===== src/rtl/qpos_index_counter.sv =====
module qpos_index_counter #(
  parameter int CNT_W   = 32,
  parameter int MAX_DLY = 7,
  parameter int DLY_W   = $clog2(MAX_DLY + 1)
) (
  input  logic             clk,
  input  logic             rst_n,
  input  logic             phase_a,
  input  logic             phase_b,
  input  logic             index_in,
  input  logic [1:0]       clr_mode,
  input  logic [DLY_W-1:0] idx_delay,
  input  logic             flag_clr,
  output logic [CNT_W-1:0] pos_count,
  output logic             dir_up,
  output logic             first_idx_flag,
  output logic             phase_err
);

  logic             a_q, b_q;
  logic [MAX_DLY:0] idx_line;
  logic             idx_prev;
  logic             idx_d;
  logic [DLY_W-1:0] dly_sel;

  wire a_chg   = phase_a ^ a_q;
  wire b_chg   = phase_b ^ b_q;
  wire one_chg = a_chg ^ b_chg;
  wire both    = a_chg & b_chg;
  wire step_up = a_chg ? (phase_a ^ phase_b) : ~(phase_a ^ phase_b);

  assign dly_sel     = (idx_delay > DLY_W'(MAX_DLY)) ? DLY_W'(MAX_DLY) : idx_delay;
  assign idx_line[0] = index_in;
  assign idx_d       = idx_line[dly_sel];

  wire idx_evt = idx_d & ~idx_prev;
  wire do_clr  = idx_evt & ((clr_mode == 2'b00) | ((clr_mode == 2'b10) & ~first_idx_flag));

  always_ff @(posedge clk) begin
    if (!rst_n) begin
      a_q                 <= 1'b0;
      b_q                 <= 1'b0;
      idx_line[MAX_DLY:1] <= '0;
      idx_prev            <= 1'b0;
      pos_count           <= '0;
      dir_up              <= 1'b1;
      first_idx_flag      <= 1'b0;
      phase_err           <= 1'b0;
    end else begin
      a_q                 <= phase_a;
      b_q                 <= phase_b;
      idx_line[MAX_DLY:1] <= idx_line[MAX_DLY-1:0];
      idx_prev            <= idx_d;
      if (do_clr)
        pos_count <= '0;
      else if (one_chg)
        pos_count <= step_up ? pos_count + 1'b1 : pos_count - 1'b1;
      if (one_chg)
        dir_up <= step_up;
      if (idx_evt)
        first_idx_flag <= 1'b1;
      else if (flag_clr)
        first_idx_flag <= 1'b0;
      if (both)
        phase_err <= 1'b1;
    end
  end

  assert_step_size_R2: assert property (@(posedge clk) disable iff (!rst_n)
    (one_chg && !idx_evt) |=> (pos_count == $past(pos_count) + 1'b1 || pos_count == $past(pos_count) - 1'b1));

  assert_illegal_hold_R4: assert property (@(posedge clk) disable iff (!rst_n)
    (both && !idx_evt) |=> $stable(pos_count));

  assert_err_sticky_R4: assert property (@(posedge clk) disable iff (!rst_n)
    phase_err |=> phase_err);

  assert_every_clear_R5: assert property (@(posedge clk) disable iff (!rst_n)
    (idx_evt && clr_mode == 2'b00) |=> (pos_count == '0));

  assert_no_clear_R7: assert property (@(posedge clk) disable iff (!rst_n)
    (clr_mode[0] && !one_chg) |=> $stable(pos_count));

  assert_flag_hold_R8: assert property (@(posedge clk) disable iff (!rst_n)
    (first_idx_flag && !flag_clr) |=> first_idx_flag);

  assert_flag_set_R8: assert property (@(posedge clk) disable iff (!rst_n)
    idx_evt |=> first_idx_flag);

endmodule


===== config.mk =====
export PLATFORM = sky130hd
export DESIGN_NAME = qpos_index_counter
export DESIGN_NICKNAME = d
export VERILOG_FILES = /design/src/rtl/qpos_index_counter.sv
export SDC_FILE = /design/constraint.sdc
export NUM_CORES = 1
export LEC_CHECK = 0
export ABC_CLOCK_PERIOD_IN_PS = 8189
export BUFFER_PORTS_ARGS = -buffer_cell sky130_fd_sc_hd__clkbuf_2
export CORE_AREA = 2 2 96 98
export DETAILED_ROUTE_END_ITERATION = 8
export DIE_AREA = 0 0 98 100
export PLACE_DENSITY = 0.59
export SKIP_CTS_REPAIR_TIMING = 1
export SLEW_MARGIN = 30
export SYNTH_ARGS = -nofsm -noshare
export SYNTH_HDL_FRONTEND = slang
export SYNTH_SLANG_ARGS = --single-unit

===== constraint.sdc =====
create_clock -name clk -period 8.19 [get_ports clk]
set_clock_uncertainty 0.1 [all_clocks]
set_input_delay 1.638 -clock clk [delete_from_list [all_inputs] [get_ports clk]]
set_output_delay 1.638 -clock clk [all_outputs]
set_load 0.02 [all_outputs]

# ---- Word level (Yosys, flattened, before mapping)
# Cells that the tools add are included.
dict set report totals {
  reg_bits 45
  latchBits 0
  mem_bits_rw 0
  mem_bits_ro 0
  output_inout_bits 35
  word_cells 36
  mem_count 0
}
dict set report classes {
  add_sub_neg 2
  n_mul 0
  div 0
  magnitude_cmp 2
  eq_ne 1
  shift 0
  n_mux 7
  bitwise 13
  reduce_logical 3
}
# operator count
set op_table {}
lappend op_table {{32-bit by 1-bit adder with 32-bit output, second input constant} 1}
lappend op_table {{32-bit two-way mux} 1}
lappend op_table {{32-bit by 1-bit subtractor with 32-bit output, second input constant} 1}
lappend op_table {{1-bit AND} 4}
lappend op_table {{3-bit by 4-bit < comparator with 1-bit output, second input constant} 1}
lappend op_table {{1-bit two-way mux} 4}
lappend op_table {{1-bit NOT} 4}
lappend op_table {{1-bit bitwise XOR} 4}
lappend op_table {{1-bit binary-select mux with 3-bit select} 1}
lappend op_table {{3-bit greater-than comparator, second input constant} 1}
lappend op_table {{3-bit two-way mux} 1}
lappend op_table {{2-bit == test, second input constant} 1}
lappend op_table {{2-bit logical NOT} 1}
lappend op_table {{2-bit nonzero test} 1}
lappend op_table {{2-bit OR reduction} 1}
lappend op_table {{1-bit bitwise OR} 1}

# ---- Logic depth before layout (Yosys ltp)
# Gate-level depths: netlist of the first run.
dict set report logic_depth {
  ltp_word 7
  mapped_depth 13
  mapped_depth_nobuf 9
}

# ---- Worst setup path before layout of the first run
# OpenSTA, ideal clock, no wires.
dict set report synth_timing {
  path_kind {input port to flip-flop}
  startpoint {input port phase_b}
  endpoint {register pos_count[16]}
  setup_time_ns 0.072
  t_arrival_ns 4.317
  required_ns 8.018
  slack_ns 3.702
  cell_stages 13
  path_cell_list {xnor2_1 > buf_6 > buf_2 > buf_2 > buf_2 > xnor2_1 > ha_1 > or4_1 > o21ai_1 > a21boi_1 > o21ai_0 > mux2i_1 > mux2i_1}
}
dict set report synth_between {
  elab_chain_len 4
}
# element line_no
set synth_lines {}
lappend synth_lines {{start, declared} 9} ;# input logic phase_b,
lappend synth_lines {{1-bit bitwise XOR} 30} ;# wire step_up = a_chg ? (phase_a ^ phase_b) : ~(phase_a ^ phase_b);
lappend synth_lines {{1-bit NOT} 30}
lappend synth_lines {{1-bit two-way mux} 30}
lappend synth_lines {{32-bit two-way mux} 57} ;# pos_count <= step_up ? pos_count + 1'b1 : pos_count - 1'b1;
lappend synth_lines {{end signal, assigned} 57}
lappend synth_lines {{end, declared} 14} ;# output logic [CNT_W-1:0] pos_count,
# Several ways; a longest one is shown, not always the timed one.
# A chain may end at the register's enable or synchronous reset.

# ---- Worst setup path after layout of the first run
dict set report layout_timing {
  startpoint {input port phase_b}
  endpoint {register pos_count[28]}
}
# element line_no
set layout_rtl {}
lappend layout_rtl {{1-bit bitwise XOR} 27} ;# wire b_chg = phase_b ^ b_q;
lappend layout_rtl {{1-bit bitwise XOR} 28} ;# wire one_chg = a_chg ^ b_chg;
lappend layout_rtl {{via one_chg} 28}
# The timed path passes the listed nets, and every way through them passes these cells.

==> summary.txt, run 1 <==
Timing
  • Final number of setup-violating endpoints: 0
  • Fmax: 0.232 GHz
  • Final Critical Period: 4.32 ns
  • RSZ-0062 raised after global routing: false
  • Slew Limit Fails: 0
  • Relative slew slack: 41.5%
  • Setup WS post-layout: 3.87 ns
  • Fin crit share: 52.7%
  • Setup TNS: 0 ns
  • Actual slew at the worst max-slew pin: 0.878 ns
  • Final Hold Fails: 0

Place
  • Hpwl dp: 6750 um
  • GPL Wtd Cong: 0.870
  • Setup Slack @ Placement: 3.55 ns
  • IO Port Bufs: 45

GRT
  • Largest net degree at the start of global routing: 41
  • Total GRT Usage: 19.6%
  • First-pass GRT wire length: 15800 um
  • Antenna violations before repair: 0
  • GRT overflow: 0
  • Number of global-route vias before repair: 3033

Worst setup path
  • Critical path endpoint category: register
  • Worst-path fanout max: 21
  • CP cell instances: clkbuf_2 > xor2_1 > ha_1 > inv_1 > nor4_1 > nand3_1 > or4_1 > nand3_1
  • Max incr delay on CP: 0.78 ns
  • Critical path start-end classification: input port to register
  • Critical path launch point type: input port
  • Critical path's top delay family: simple AND/OR/NAND/NOR gates
  • Critical path data required time: 8.35 ns
  • Worst path most repeated cell: nand3_1
  • CP Buf/Inv Count: 2
  • CP arrival: 4.47 ns
  • Critical path's slowest cell: ha_1

Synth
  • Most frequent cell after synthesis: dfxtp_1
  • Largest family of logic cells by synthesized area: simple AND/OR/NAND/NOR gates
  • Simple-gate share of the synthesized area: 37.4%
  • Post-Synth XOR/XNOR Area: 4.48%
  • Top cell type by total area after synthesis: dfxtp_1
  • Top cells by area, synth: dfxtp_1 27%, mux2i_1 5.4%, nand2_1 4.4%
  • Distinct cell type count after synthesis: 63
  • Commonest cells post-synth: 45 x dfxtp_1, 39 x nand2_1, 37 x nor2_1
  • Synthesis Warnings: 0
  • Synth Flop Type: dfxtp_1
  • Synth Area in Adders: 0.754%
  • Ys async rst share: 0%
  • Mapped Cells: 435
  • Proportion of synthesized area in mux cells: 6.78%
  • Compound-Gate Fraction of Synth Area: 17.3%
  • Yosys reg bits: 45
  • Synthesized area: 3320 um2
  • Seq/Total Area, Yosys: 27.1%
  • Syn nets: 448
  • Avg Inst Size Synth: 7.63 um2
  • Share of the synthesized area in the top cell type: 27.1%
  • EDFF count, synth: 0

Floorplan
  • # IOs: 46
  • Die width: 98 um
  • Initial core utilization: 37.4%
  • Die height: 100 um
  • Die ar.: 9800 um2
  • Area of the core: 8890 um2
  • FP Rows: 35

Final layout
  • Ant diodes: 0
  • Share of cells above drive strength 1: 16.3%
  • Final #Nets: 467
  • Area grow syn2layout: 9.87%

Clocking
  • Max H-tree Level: 2
  • CTS sink cnt: 45
  • Clock root cell: clkbuf_8
  • Clock Latency Late Sink: 0.32 ns
  • TritonCTS buffer count: 5
  • Clk slew on worst S/H paths: 0.10 ns
  • Clock Tree Buf Depth: 2
  • CTS tree: done

Drt
  • Vias per Instance: 5.96
  • Drc violations: 0
  • Final ANT Viol Nets: 0
  • Via count: 3372
  • Routed length per instance: 16.7 um
  • Initial drt markers: 362
  • Drt pass-1 iters: 5
  • Routed WL: 9470 um

Status
  • Status: complete, no violations

Hold path
  • Hold WC Path Type: register to register

Pwr
  • Power per Cell Area: 312 nW/um2
  • Static leakage: 1.41 nW
  • Peak VDD IR: 0.0975 mV

Flow run
  • Maxcap violations: 0
[cell families (layout without fill, tap and decap cells)]
group | Yosys count | after routing
adders and majority gates | 2 | 2
and+or+nand+nor | 226 | 226
muxes | 20 | 20
AOI/OAI and AO/OA | 82 | 82
DFF | 45 | 45
buffers and inverters | 43 | 63
xor gates and xnor gates | 17 | 17
[power by group]
part	internal [mW]	total (mW)	switching, mW
registers	0.268	0.396	0.128
logic	0.231	0.589	0.358
clock network	0.0618	0.153	0.0908
[final timing paths]
path,cells after the start,end,startpoint,slack [ns]
max,8,pos_count[28],phase_b,3.87
min reg2reg,1,idx_line[5],idx_line[4],0.37
max reg2reg,7,pos_count[28],a_q,4.94
min,1,idx_line[5],idx_line[4],0.37
[per-layer routing]
layer | wire, um | GRT usage (%) | vias up | share of wire, %
met1 | 4310 | 27.2 | 1571 | 45
met3 | 661 | 2.92 | 13 | 7.0
met2 | 4380 | 32.2 | 136 | 46
met4 | 118 | 4.81 | 0 | 1.2
li1 | - | - | 1652 | -
met5 | 0 | 0 | - | 0
[worst reg2reg max path, stage by stage, from the launching register on]
cell and delay, ns:
dfxtp_1 0.46, xor2_1 0.10, ha_1 0.80, inv_1 0.40, nor4_1 0.63, nand3_1 0.17, or4_1 0.42, nand3_1 0.09
[registers in the layout (all words and copies together), names as in the netlist]
register / count
dir_up: 1
a_q: 1
idx_prev: 1
first_idx_flag: 1
idx_line: 7
phase_err: 1
pos_count: 32
b_q: 1
[layout by cell type, fill, tap and decap left out, types with 4 or more instances in the layout]
cell      Yosys  final
o21a_1        5      5
dfxtp_1      45     45
o211ai_1      4      4
mux2i_1      18     18
nor2_1       37     37
xnor2_1       7      6
nand4_1      16     16
nor3_1       23     23
or2_2         5      5
a31oi_1       4      4
or4_1         7      7
nor4_1       16     16
a21oi_1      13     13
xor2_1       10      9
o21ai_0      21     21
nand2b_1      8      8
nand2_1      39     39
and3_1       10     10
or3_1         9      9
nand3_1      21     21
clkbuf_2      0     45
inv_1         7      7
o31ai_1       4      4
clkbuf_8      0      5
and2_1       15     15
[per-stage QoR]
stage	area (um2)	utilization (%)	total power, mW	instances	hold slack [ns]
after global routing	3650	41.0	1.23	566	0.393
after floorplan	3320	-	0.821	435	0.324
final	3650	41.0	1.14	566	0.365
after CTS	3650	41.0	1.13	566	0.372
after global placement	3550	40.0	0.974	558	0.342
after detailed placement	3550	40.0	0.981	558	0.339
[final cells by class]
| class | instances | area [um2] |
|---|---|---|
| fillers | 958 | 5240 |
| inverters | 7 | 26.3 |
| clock inverters | 3 | 25.0 |
| clock buffers | 5 | 68.8 |
| multi-input cells | 347 | 2240 |
| repair buffers | 48 | 248 |
| well taps | 111 | 139 |
| flip-flops and latches | 45 | 901 |
Power figures use the tool's default switching activity.
==> run 2: changes to the inputs <==
--- a/config.mk
+++ b/config.mk
@@ -5,7 +5,7 @@
 export SDC_FILE = /design/constraint.sdc
 export NUM_CORES = 1
 export LEC_CHECK = 0
-export ABC_CLOCK_PERIOD_IN_PS = 8189
+export ABC_CLOCK_PERIOD_IN_PS = 4100
 export BUFFER_PORTS_ARGS = -buffer_cell sky130_fd_sc_hd__clkbuf_2
 export CORE_AREA = 2 2 96 98
 export DETAILED_ROUTE_END_ITERATION = 8
==> constraint.sdc (replaced) <==
create_clock -name clk -period 4.1 [get_ports clk]
set_clock_uncertainty 0.1 [all_clocks]
set_input_delay 0.82 -clock clk [delete_from_list [all_inputs] [get_ports clk]]
set_output_delay 0.82 -clock clk [all_outputs]
set_load 0.02 [all_outputs]
==> run 2 against run 1 <==
Combinational power grew 100%. Final cell count grew 0.71%. Non-clock buffer count grew 4.
==> summary.txt, run 2 (synthesized netlist as in run 1, its figures left out) <==
GRT
  • Total GRT Usage: 20.0% (+0.40 points)
  • GRT overflow: 0 (unchanged)
  • First-pass GRT wire length: 16100 um (+1.8%)
  • Largest net degree at the start of global routing: 39 (-4.9%)
  • Antenna violations before repair: 0 (unchanged)
  • Number of global-route vias before repair: 3074 (+1.4%)

Timing
  • Final number of setup-violating endpoints: 0 (unchanged)
  • Setup TNS: 0 ns (unchanged)
  • Actual slew at the worst max-slew pin: 0.979 ns (+0.101 ns)
  • Final Critical Period: 3.14 ns
  • Fmax: 0.319 GHz
  • Final Hold Fails: 0 (unchanged)
  • Relative slew slack: 34.7% (-6.8 points)
  • RSZ-0062 raised after global routing: false
  • Slew Limit Fails: 0 (unchanged)
  • Fin crit share: 76.5%

Drt
  • DRT met1 WL: 4590 um (+6.5%)
  • Drc violations: 0 (unchanged)
  • Drt pass-1 iters: 5 (unchanged)
  • Top Metal Used: met4
  • Via count: 3478 (+3.1%)
  • Routed length on met3: 672 um (+1.7%)
  • Initial drt markers: 319 (-12%)
  • Final ANT Viol Nets: 0 (unchanged)
  • Vias per Instance: 6.10 (+2.4%)
  • Routed length per instance: 17.4 um (+3.8%)
  • Routed WL: 9900 um (+4.6%)
  • Met2 WL post-DR: 4510 um (+2.9%)

Worst setup path
  • Worst Setup SP: phase_b
  • FF-to-FF Start: a_q
  • Critical path data required time: 4.24 ns (-4.11 ns)
  • Worst r2r dst: pos_count[29]
  • R2R setup slack: 1.19 ns (-3.75 ns)
  • Worst setup path endpoint: pos_count[29]
  • Worst-path fanout max: 24 (+14%)
  • Worst r2r path cells: 6 (-1)
  • Critical path endpoint category: register
  • Critical path launch point type: input port
  • CP arrival: 3.28 ns (-1.19 ns)
  • Critical path start-end classification: input port to register

Clocking
  • Clock Latency Late Sink: 0.31 ns (about the same)
  • CTS sink cnt: 45 (unchanged)
  • Clk slew on worst S/H paths: 0.10 ns (about the same)
  • Max H-tree Level: 2 (unchanged)
  • Clock Tree Buf Depth: 2 (unchanged)
  • CTS tree: done
  • Clock root cell: clkbuf_8
  • TritonCTS buffer count: 5 (unchanged)

Final layout
  • Final #Nets: 471 (+0.86%)
  • Area grow syn2layout: 10.8%
  • Non-Filler Instances: 570 (+0.71%)
  • Most frequent cells in the layout: 45 x dfxtp_1, 45 x clkbuf_2, 39 x nand2_1
  • Share of cells above drive strength 1: 17.0% (+0.73 points)
  • Top flop regs: pos_count x32, idx_line x7
  • Largest register by flop count: pos_count
  • Max reg flops: 32 (unchanged)
  • Ant diodes: 0 (unchanged)

Status
  • Status: complete, no violations

Place
  • Hpwl dp: 7160 um (+6.0%)
  • GPL Wtd Cong: 0.909 (+4.5%)
  • IO Port Bufs: 45 (unchanged)
  • Placed cells: 562 (+0.72%)

Hold path
  • Hold Crit Start: idx_line[4]
  • Hold WC Path Type: register to register

Flow run
  • Maxcap violations: 0 (unchanged)

Pwr
  • Power per Cell Area: 624 nW/um2 (+100%)
  • Peak VDD IR: 0.221 mV (+130%)
  • Static leakage: 1.43 nW (+1.4%)

Floorplan
  • Die width: 98 um (unchanged)
  • Area of the core: 8890 um2 (unchanged)
  • # IOs: 46 (unchanged)
  • FP Rows: 35 (unchanged)
  • Die height: 100 um (unchanged)
  • Die ar.: 9800 um2 (unchanged)
  • Initial core utilization: 37.4% (unchanged)
## run 2: changes by cell type in the layout (fill, tap and decap cells not counted)
cell,before,now
clkinv_4,1,0
inv_6,1,2
buf_4,3,7
## run 2: area by class of cell
cell class,count,area (um2)
Clock inverter,3,25.0
Inverter,7,26.3
Clock buffer,5,68.8
Sequential cell,45,901
Fill cell,928,5210
Timing Repair Buffer,52,278
Tap cell,111,139
Multi-Input combinational cell,347,2240
## run 2: metal layers
metal / vias to the layer above / GRT usage [%]
met5: - / 0
met4: 0 / 4.81
met3: 24 / 3.13
met1: 1640 / 28.1
met2: 152 / 32.4
li1: 1662 / -
## run 2: how the worst min path moves through the flow
stage | depth (start not counted) | slack (ns) | endpoint
2_1_floorplan | 1 | 0.32 | idx_line[3]
3_3_place_gp | 1 | 0.34 | idx_line[5]
3_5_place_dp | 1 | 0.35 | idx_line[3]
4_1_cts | 1 | 0.37 | idx_line[5]
5_1_grt | 1 | 0.39 | idx_line[5]
6_report | 1 | 0.37 | idx_line[5]
## run 2: critical path: stages
cell	delay (ns)
clkbuf_2	0.15
xor2_2	0.81
o41ai_1	0.27
a221o_1	0.53
a22oi_1	0.24
mux2i_1	0.25
mux2i_1	0.20
## run 2: per-stage QoR
step	hold slack, ns	cell area [um2]	power [mW]	utilization, %	setup slack (ns)
3_5_place_dp	0.348	3580	1.98	40.3	0.678
3_3_place_gp	0.341	3580	1.98	40.3	0.749
4_1_cts	0.370	3680	2.29	41.4	0.984
5_1_grt	0.389	3680	2.47	41.4	0.774
2_1_floorplan	0.324	3320	1.64	-	0.430
6_report	0.367	3680	2.29	41.4	0.965
## run 2: where the power goes
group          internal, mW  leakage (nW)  switching, mW  total (mW)
Clock                 0.125        0.0452          0.179       0.303
Combinational         0.469          1.02          0.717        1.19
Sequential            0.535         0.368          0.269       0.804
Total                  1.13          1.43           1.16        2.29
